File: src/rtl/xbr_dec_pkg.sv
package xbr_dec_pkg;
  localparam int ADDR_W    = 40;
  localparam int IO_STRIP  = 15;
  localparam int IO_ADDR_W = ADDR_W - IO_STRIP;
  localparam int LEGACY_W  = 16;  // low 64 KB of I/O space
  localparam int ALIAS_W   = 10;  // 1 KB alias block
  localparam int ISA_LOW_W = ALIAS_W - 2;  // first quarter of the block is kept
  localparam int NVGA_IO   = 2;

  localparam logic [ADDR_W-1:0] MEM_SPACE_TOP = 40'hFC_FFFF_FFFF;
  localparam logic [ADDR_W-1:0] IO_SPACE_LO   = 40'hFD_FC00_0000;
  localparam logic [ADDR_W-1:0] IO_SPACE_HI   = 40'hFD_FDFF_FFFF;
  localparam logic [ADDR_W-1:0] VGA_MEM_LO    = 40'h00_000A_0000;
  localparam logic [ADDR_W-1:0] VGA_MEM_HI    = 40'h00_000B_FFFF;

  localparam logic [NVGA_IO-1:0][ALIAS_W-1:0] VGA_IO_LO = {10'h3C0, 10'h3B0};
  localparam logic [NVGA_IO-1:0][ALIAS_W-1:0] VGA_IO_HI = {10'h3DF, 10'h3BB};

  typedef enum logic [1:0] {
    DN_MEM_RD = 2'd0,
    DN_MEM_WR = 2'd1,
    DN_IO_RD  = 2'd2,
    DN_IO_WR  = 2'd3
  } dn_cmd_e;

  typedef struct packed {
    logic              accept;
    dn_cmd_e           cmd;
    logic [ADDR_W-1:0] addr;
    logic              dac;
  } dec_res_t;
endpackage

File: src/rtl/xbr_range_cmp.sv
module xbr_range_cmp #(
  parameter int W = 12
) (
  input  logic [W-1:0] key,
  input  logic [W-1:0] lo,
  input  logic [W-1:0] hi,
  output logic         hit
);
  // inclusive at both ends; an inverted window is empty
  assign hit = (lo <= hi) && (key >= lo) && (key <= hi);
endmodule

File: src/rtl/xbr_mem_decode.sv
module xbr_mem_decode
  import xbr_dec_pkg::*;
#(
  parameter int MEM_SHIFT   = 20,
  parameter int PF_HI_W     = 32,
  parameter bit VGA_SUPPORT = 1'b1
) (
  input  logic [ADDR_W-1:0]         addr,
  input  logic                      mem_en,
  input  logic                      vga_en,
  input  logic [32-MEM_SHIFT-1:0]   mem_base,
  input  logic [32-MEM_SHIFT-1:0]   mem_limit,
  input  logic [32-MEM_SHIFT-1:0]   pf_base,
  input  logic [32-MEM_SHIFT-1:0]   pf_limit,
  input  logic [PF_HI_W-1:0]        pf_base_hi,
  input  logic [PF_HI_W-1:0]        pf_limit_hi,
  output logic                      hit,
  output logic                      dac
);
  localparam int LO_W  = 32 - MEM_SHIFT;
  localparam int PF_W  = PF_HI_W + LO_W;
  localparam int KEY_W = ADDR_W - MEM_SHIFT;

  logic in_space, below_4g, win_hit, pf_hit, vga_hit;
  logic [PF_W-1:0] pf_key;

  assign in_space = (addr <= MEM_SPACE_TOP);
  assign below_4g = (addr[ADDR_W-1:32] == '0);
  assign pf_key   = {{(PF_W-KEY_W){1'b0}}, addr[ADDR_W-1:MEM_SHIFT]};

  xbr_range_cmp #(.W(LO_W)) u_win (
    .key(addr[31:MEM_SHIFT]), .lo(mem_base), .hi(mem_limit), .hit(win_hit)
  );

  xbr_range_cmp #(.W(PF_W)) u_pf (
    .key(pf_key), .lo({pf_base_hi, pf_base}), .hi({pf_limit_hi, pf_limit}), .hit(pf_hit)
  );

  generate
    if (VGA_SUPPORT) begin : g_vga
      assign vga_hit = vga_en && (addr >= VGA_MEM_LO) && (addr <= VGA_MEM_HI);
    end else begin : g_no_vga
      assign vga_hit = 1'b0;
    end
  endgenerate

  assign hit = vga_hit || (in_space && mem_en && ((win_hit && below_4g) || pf_hit));
  assign dac = !below_4g;
endmodule

File: src/rtl/xbr_io_decode.sv
module xbr_io_decode
  import xbr_dec_pkg::*;
#(
  parameter int IO_SHIFT    = 12,
  parameter int IO_HI_W     = 16,
  parameter bit VGA_SUPPORT = 1'b1
) (
  input  logic [ADDR_W-1:0]        addr,
  input  logic                     io_en,
  input  logic                     isa_en,
  input  logic                     vga_en,
  input  logic [16-IO_SHIFT-1:0]   io_base,
  input  logic [16-IO_SHIFT-1:0]   io_limit,
  input  logic [IO_HI_W-1:0]       io_base_hi,
  input  logic [IO_HI_W-1:0]       io_limit_hi,
  output logic                     hit,
  output logic [IO_ADDR_W-1:0]     io_addr
);
  localparam int LO_W  = 16 - IO_SHIFT;
  localparam int WIN_W = IO_HI_W + LO_W;
  localparam int KEY_W = IO_ADDR_W - IO_SHIFT;

  logic in_space, legacy, win_hit, isa_hole, vga_hit;
  logic [WIN_W-1:0]   win_key;
  logic [ALIAS_W-1:0] low_bits;

  assign in_space = (addr >= IO_SPACE_LO) && (addr <= IO_SPACE_HI);
  assign io_addr  = addr[IO_ADDR_W-1:0];
  assign low_bits = io_addr[ALIAS_W-1:0];
  assign legacy   = (io_addr[IO_ADDR_W-1:LEGACY_W] == '0);
  assign win_key  = {{(WIN_W-KEY_W){1'b0}}, io_addr[IO_ADDR_W-1:IO_SHIFT]};

  xbr_range_cmp #(.W(WIN_W)) u_win (
    .key(win_key), .lo({io_base_hi, io_base}), .hi({io_limit_hi, io_limit}), .hit(win_hit)
  );

  // alias holes: upper three quarters of each 1 KB block below 64 KB
  assign isa_hole = isa_en && legacy && (io_addr[ALIAS_W-1:ISA_LOW_W] != '0);

  generate
    if (VGA_SUPPORT) begin : g_vga
      logic [NVGA_IO-1:0] sub_hit;
      for (genvar i = 0; i < NVGA_IO; i++) begin : g_rng
        assign sub_hit[i] = (low_bits >= VGA_IO_LO[i]) && (low_bits <= VGA_IO_HI[i]);
      end
      assign vga_hit = vga_en && legacy && (|sub_hit);
    end else begin : g_no_vga
      assign vga_hit = 1'b0;
    end
  endgenerate

  assign hit = in_space && ((io_en && win_hit && !isa_hole) || vga_hit);
endmodule

File: src/rtl/xbr_rsp_reg.sv
module xbr_rsp_reg
  import xbr_dec_pkg::*;
(
  input  logic     clk,
  input  logic     rst_n,
  input  logic     in_valid,
  output logic     in_ready,
  input  dec_res_t in_data,
  output logic     out_valid,
  input  logic     out_ready,
  output dec_res_t out_data
);
  assign in_ready = !out_valid || out_ready;

  always_ff @(posedge clk or negedge rst_n) begin
    if (!rst_n) begin
      out_valid <= 1'b0;
      out_data  <= '0;
    end else if (in_ready) begin
      out_valid <= in_valid;
      if (in_valid) out_data <= in_data;
    end
  end

  assert_hold_R11: assert property (@(posedge clk) disable iff (!rst_n)
    out_valid && !out_ready |=> out_valid && $stable(out_data));

  assert_fill_R11: assert property (@(posedge clk) disable iff (!rst_n)
    in_valid && in_ready |=> out_valid);

  assert_drain_R11: assert property (@(posedge clk) disable iff (!rst_n)
    out_valid && out_ready && !in_valid |=> !out_valid);
endmodule

File: src/rtl/xbr_window_decoder.sv
module xbr_window_decoder
  import xbr_dec_pkg::*;
#(
  parameter int MEM_SHIFT   = 20,
  parameter int PF_HI_W     = 32,
  parameter int IO_SHIFT    = 12,
  parameter int IO_HI_W     = 16,
  parameter bit VGA_SUPPORT = 1'b1,
  localparam int MEM_LO_W   = 32 - MEM_SHIFT,
  localparam int IO_LO_W    = 16 - IO_SHIFT
) (
  input  logic                 clk,
  input  logic                 rst_n,
  input  logic                 req_valid,
  output logic                 req_ready,
  input  logic [ADDR_W-1:0]    req_addr,
  input  logic                 req_wr,
  input  logic                 cfg_mem_en,
  input  logic                 cfg_io_en,
  input  logic                 cfg_isa_en,
  input  logic                 cfg_vga_en,
  input  logic [MEM_LO_W-1:0]  cfg_mem_base,
  input  logic [MEM_LO_W-1:0]  cfg_mem_limit,
  input  logic [MEM_LO_W-1:0]  cfg_pf_base,
  input  logic [MEM_LO_W-1:0]  cfg_pf_limit,
  input  logic [PF_HI_W-1:0]   cfg_pf_base_hi,
  input  logic [PF_HI_W-1:0]   cfg_pf_limit_hi,
  input  logic [IO_LO_W-1:0]   cfg_io_base,
  input  logic [IO_LO_W-1:0]   cfg_io_limit,
  input  logic [IO_HI_W-1:0]   cfg_io_base_hi,
  input  logic [IO_HI_W-1:0]   cfg_io_limit_hi,
  output logic                 rsp_valid,
  input  logic                 rsp_ready,
  output logic                 rsp_accept,
  output logic [1:0]           rsp_cmd,
  output logic [ADDR_W-1:0]    rsp_addr,
  output logic                 rsp_dac
);
  logic                 mem_hit, mem_dac, io_hit;
  logic [IO_ADDR_W-1:0] io_addr;
  dec_res_t             res, held;

  xbr_mem_decode #(.MEM_SHIFT(MEM_SHIFT), .PF_HI_W(PF_HI_W), .VGA_SUPPORT(VGA_SUPPORT)) u_mem (
    .addr(req_addr), .mem_en(cfg_mem_en), .vga_en(cfg_vga_en),
    .mem_base(cfg_mem_base), .mem_limit(cfg_mem_limit),
    .pf_base(cfg_pf_base), .pf_limit(cfg_pf_limit),
    .pf_base_hi(cfg_pf_base_hi), .pf_limit_hi(cfg_pf_limit_hi),
    .hit(mem_hit), .dac(mem_dac)
  );

  xbr_io_decode #(.IO_SHIFT(IO_SHIFT), .IO_HI_W(IO_HI_W), .VGA_SUPPORT(VGA_SUPPORT)) u_io (
    .addr(req_addr), .io_en(cfg_io_en), .isa_en(cfg_isa_en), .vga_en(cfg_vga_en),
    .io_base(cfg_io_base), .io_limit(cfg_io_limit),
    .io_base_hi(cfg_io_base_hi), .io_limit_hi(cfg_io_limit_hi),
    .hit(io_hit), .io_addr(io_addr)
  );

  always_comb begin
    res = '0;
    if (io_hit) begin
      res.accept = 1'b1;
      res.cmd    = req_wr ? DN_IO_WR : DN_IO_RD;
      res.addr   = {{IO_STRIP{1'b0}}, io_addr};
    end else if (mem_hit) begin
      res.accept = 1'b1;
      res.cmd    = req_wr ? DN_MEM_WR : DN_MEM_RD;
      res.addr   = req_addr;
      res.dac    = mem_dac;
    end
  end

  xbr_rsp_reg u_out (
    .clk(clk), .rst_n(rst_n),
    .in_valid(req_valid), .in_ready(req_ready), .in_data(res),
    .out_valid(rsp_valid), .out_ready(rsp_ready), .out_data(held)
  );

  assign rsp_accept = held.accept;
  assign rsp_cmd    = held.cmd;
  assign rsp_addr   = held.addr;
  assign rsp_dac    = held.dac;

  assert_space_excl_R10: assert property (@(posedge clk) disable iff (!rst_n)
    req_valid |-> !(mem_hit && io_hit));

  assert_reject_zero_R10: assert property (@(posedge clk) disable iff (!rst_n)
    rsp_valid && !rsp_accept |-> rsp_cmd == 2'd0 && rsp_addr == '0 && !rsp_dac);

  assert_io_narrow_R6: assert property (@(posedge clk) disable iff (!rst_n)
    rsp_valid && rsp_accept && rsp_cmd[1] |-> !rsp_dac && rsp_addr[ADDR_W-1:IO_ADDR_W] == '0);

  assert_mem_dac_R5: assert property (@(posedge clk) disable iff (!rst_n)
    rsp_valid && rsp_accept && !rsp_cmd[1] |-> rsp_dac == (rsp_addr[ADDR_W-1:32] != '0));
endmodule

File: config.mk
export PLATFORM = sky130hd
export DESIGN_NAME = xbr_window_decoder
export DESIGN_NICKNAME = d
export VERILOG_FILES = /design/src/rtl/xbr_dec_pkg.sv /design/src/rtl/xbr_range_cmp.sv /design/src/rtl/xbr_mem_decode.sv /design/src/rtl/xbr_io_decode.sv /design/src/rtl/xbr_rsp_reg.sv /design/src/rtl/xbr_window_decoder.sv
export SDC_FILE = /design/constraint.sdc
export NUM_CORES = 1
export LEC_CHECK = 0
export ABC_AREA = 1
export BUFFER_PORTS_ARGS = -buffer_cell sky130_fd_sc_hd__buf_4
export CAP_MARGIN = 15
export CORE_MARGIN = 10
export CORE_UTILIZATION = 30
export DETAILED_ROUTE_END_ITERATION = 6
export PLACE_DENSITY = 0.62
export RECOVER_POWER = 25
export SLEW_MARGIN = 20
export SYNTH_ARGS = -nofsm -noshare
export SYNTH_HDL_FRONTEND = slang
export SYNTH_SLANG_ARGS = --single-unit
File: constraint.sdc
create_clock -name clk -period 2.1 [get_ports clk]
set_clock_uncertainty 0.1 [all_clocks]
set_input_delay 0.105 -clock clk [delete_from_list [all_inputs] [get_ports clk]]
set_output_delay 0.105 -clock clk [all_outputs]
set_load 0.01 [all_outputs]
==> impl_metrics.env <==
export IMPL_postRouteAntennaNets=0
export IMPL_h_tree_depth=2
export IMPL_peakVddDrop_mv=0.296
export IMPL_drcViolationCount=0
export IMPL_multi_input_area_um2=4830
export IMPL_p_int_w=0.00199
export IMPL_coreArea_um2=21800
export IMPL_hpwl_mm=21.0
export IMPL_clockPowerShare=0.263
export IMPL_async_flop_share=1.00
export IMPL_min_path_type="in2reg"
export IMPL_nNetsFinal=1685
export IMPL_cts_tree="done"
export IMPL_crit_chain="buf_4 -> buf_4 -> ha_1 -> nand2_1 -> nor2_2 -> nand2_1 -> nor3_1 -> nand3b_1 -> nand3_1 -> nand3_1 -> nand2_2 -> nand2_4 -> nand3_4 -> buf_12 -> nand3_2 -> nand2_1"
export IMPL_worst_slack_ns=0.181
export IMPL_root_buffer="clkbuf_16"
export IMPL_layout_common_cells="buf_4 (310), nand2_1 (259), inv_1 (170)"
export IMPL_track_usage=0.161
export IMPL_synth_edff_count=0
export IMPL_dieArea_um2=28600
export IMPL_syn_nets=1350
export IMPL_cp_arrival_ns=2.05
export IMPL_cp_common_cell="nand2_1"
export IMPL_die_w_um=169
export IMPL_pwr_share_seq=0.285
export IMPL_worstMarginPinSlew_ns=1.17
export IMPL_wl_mm=24.1
export IMPL_ys_seq_area_frac=0.169
export IMPL_p_comb_frac=0.452
export IMPL_critPathLaunchType="primary input"
export IMPL_max_stage_delay_ns=0.28
export IMPL_vias=7357
export IMPL_rsz0062_at_grt="false"
export IMPL_ys_warn_count=0
export IMPL_n_fill_cell=2249
export IMPL_place_worst_setup_slack_ns=-0.289
export IMPL_maxCapViolations=0
export IMPL_ios=247
export IMPL_crit_type="in2reg"
export IMPL_final_util=0.448
export IMPL_drive_gt1_frac=0.275
export IMPL_power_density_nw_per_um2=312
export IMPL_hold_violations=0
export IMPL_clock_sinks=45
export IMPL_core_rowCount=54
export IMPL_gpl_final_weighted_congestion=0.877
export IMPL_grt_max_degree=46
export IMPL_final_common_cell="buf_4"
export IMPL_whs_ns=0.0217
export IMPL_synthToLayoutAreaGrowth_pct=47.0
export IMPL_antenna_found_initial=0
export IMPL_clockBufferDepth=2
export IMPL_endpoint_kind="flip-flop"
export IMPL_clock_fmax_ghz=0.521
export IMPL_p_sw_w=0.00105
export IMPL_cp_slowest_cell="ha_1"
export IMPL_routed_via_density=4.60
export IMPL_setup_tns_ns=0
export IMPL_ys_types=35
export IMPL_leakage_nw=5.77
export IMPL_diodes=0
export IMPL_drtIter0Drc=427
export IMPL_swShare=0.346
export IMPL_io_buffer_count=246
export IMPL_synth_ff_type="dfrtp_1"
export IMPL_die_h_um=169
export IMPL_cts_buffers=5
export IMPL_setup_violations=0
export IMPL_syn_area_per_cell_um2=6.77
export IMPL_clk_pin_slew_ns=0.07
export IMPL_cp_max_fo=14
export IMPL_syn_area_um2=6660
export IMPL_seqCellArea_um2=1130
export IMPL_post_cts_setup_buffers=0
export IMPL_outcome="complete, no violations"
export IMPL_clk_latency_ns=0.29
export IMPL_grt_ovfl_total=0
export IMPL_grt_pass1_wl_mm=38.1
export IMPL_synth_seq_cells=45
export IMPL_grt_pass1_vias=7564
export IMPL_required_ns=2.23
export IMPL_period_share=0.914
export IMPL_start_util=0.305
export IMPL_slew_violations=0
export IMPL_slew_headroom=0.222
export IMPL_netlist_instances=983
export IMPL_dr_pass1_iters=5
export IMPL_cpLargestDelayFamily="simple AND/OR/NAND/NOR gates"
export IMPL_wl_per_cell_um=15.1
export IMPL_timing_final_crit_period_ns=1.92
export IMPL_cp_num_buf_inv=3
cells by family (layout without fill, tap and decap cells):
family                     Yosys count  count (layout)  synth area share
and+or+nand+nor                    486             486             0.330
buffers and inverters              187             523             0.109
adders and majority gates          166             166             0.312
AOI/OAI and AO/OA                   99              99            0.0802
DFF                                 45              45             0.169
cell type report:
class                           count  area share
Clock inverter                      3     0.00230
Clock buffer                        5      0.0128
Sequential cell                    45       0.115
Timing Repair Buffer              340       0.273
Multi-Input combinational cell    751       0.494
Tap cell                          280      0.0358
Inverter                          175      0.0671
worst reg2reg max path, cell delays in order, from the launching register on:
cell     delay (ns)
dfrtp_1        0.38
nand2_1        0.12
nand2_2        0.09
inv_2          0.22
buf_12         0.26
nand3_1        0.12
nand2_1        0.07
per-layer routing:
| layer | global-route usage | up-vias | share of wire |
|---|---|---|---|
| met5 | 0 | - | 0 |
| met4 | 0.0270 | 0 | 0.011 |
| met3 | 0.0447 | 15 | 0.084 |
| met2 | 0.280 | 198 | 0.47 |
| met1 | 0.195 | 3257 | 0.44 |
| li1 | - | 3887 | - |
repair_timing:
| item | in CTS | in global routing |
|---|---|---|
| endpoints found under the setup margin | 0 | 37 |
| hold buffers | 24 | 0 |
| endpoints found under the hold margin | 68 | 0 |
| gates resized for setup | 0 | 6 |
synthesized netlist by cell type (4+ instances only):
library cell | instances | area, um^2
o21ai_0 | 20 | 100
a21o_1 | 7 | 52.6
a21oi_1 | 63 | 315
nor3_1 | 16 | 80.1
nand4_1 | 34 | 213
nand3_2 | 20 | 200
inv_2 | 4 | 15.0
dfrtp_1 | 45 | 1130
clkbuf_1 | 7 | 26.3
inv_1 | 170 | 638
nand3_1 | 53 | 265
nand2_1 | 260 | 976
nor2_1 | 83 | 312
ha_1 | 166 | 2080
path summary, 6_finish.rpt:
check / start / to / slack (ns) / cells past startpoint
setup / recovery: req_addr[35] / u_out.out_data[11]$_DFFE_PN0P_ / 0.18 / 16
hold / removal: rsp_ready / u_out.out_valid$_DFFE_PN0N_ / 0.02 / 4
setup reg to reg: u_out.out_valid$_DFFE_PN0N_ / u_out.out_data[6]$_DFFE_PN0P_ / 0.69 / 6
hold reg to reg: u_out.out_data[36]$_DFFE_PN0P_ / u_out.out_data[36]$_DFFE_PN0P_ / 0.38 / 2
max in group asynchronous: rst_n / u_out.out_data[27]$_DFFE_PN0P_ / 0.70 / 2
min in group asynchronous: rst_n / u_out.out_data[12]$_DFFE_PN0P_ / 0.49 / 2
state kept, by name, summed over array words and instances, names as in the netlist:
signal / flops
u_out.out_valid: 1
u_out.out_data: 44
per-stage QoR:
stage / power (W) / cell area (um^2) / instances
global placement: 0.00221 / 9380 / 1567
floorplan: 0.00154 / 6660 / 983
finish: 0.00305 / 9790 / 1599
global route: 0.00331 / 9790 / 1599
CTS: 0.00308 / 9770 / 1599
detailed placement: 0.00223 / 9380 / 1567
power groups by stage:
stage                     sequential (W)  clock, W  combinational, W
final                           0.000870  0.000802           0.00138
after global routing            0.000870  0.000857           0.00158
after CTS                       0.000869  0.000823           0.00139
after floorplan                 0.000888         0          0.000648
after detailed placement        0.000886         0           0.00134
after global placement          0.000886         0           0.00132
(Power assumes the default switching activity.)
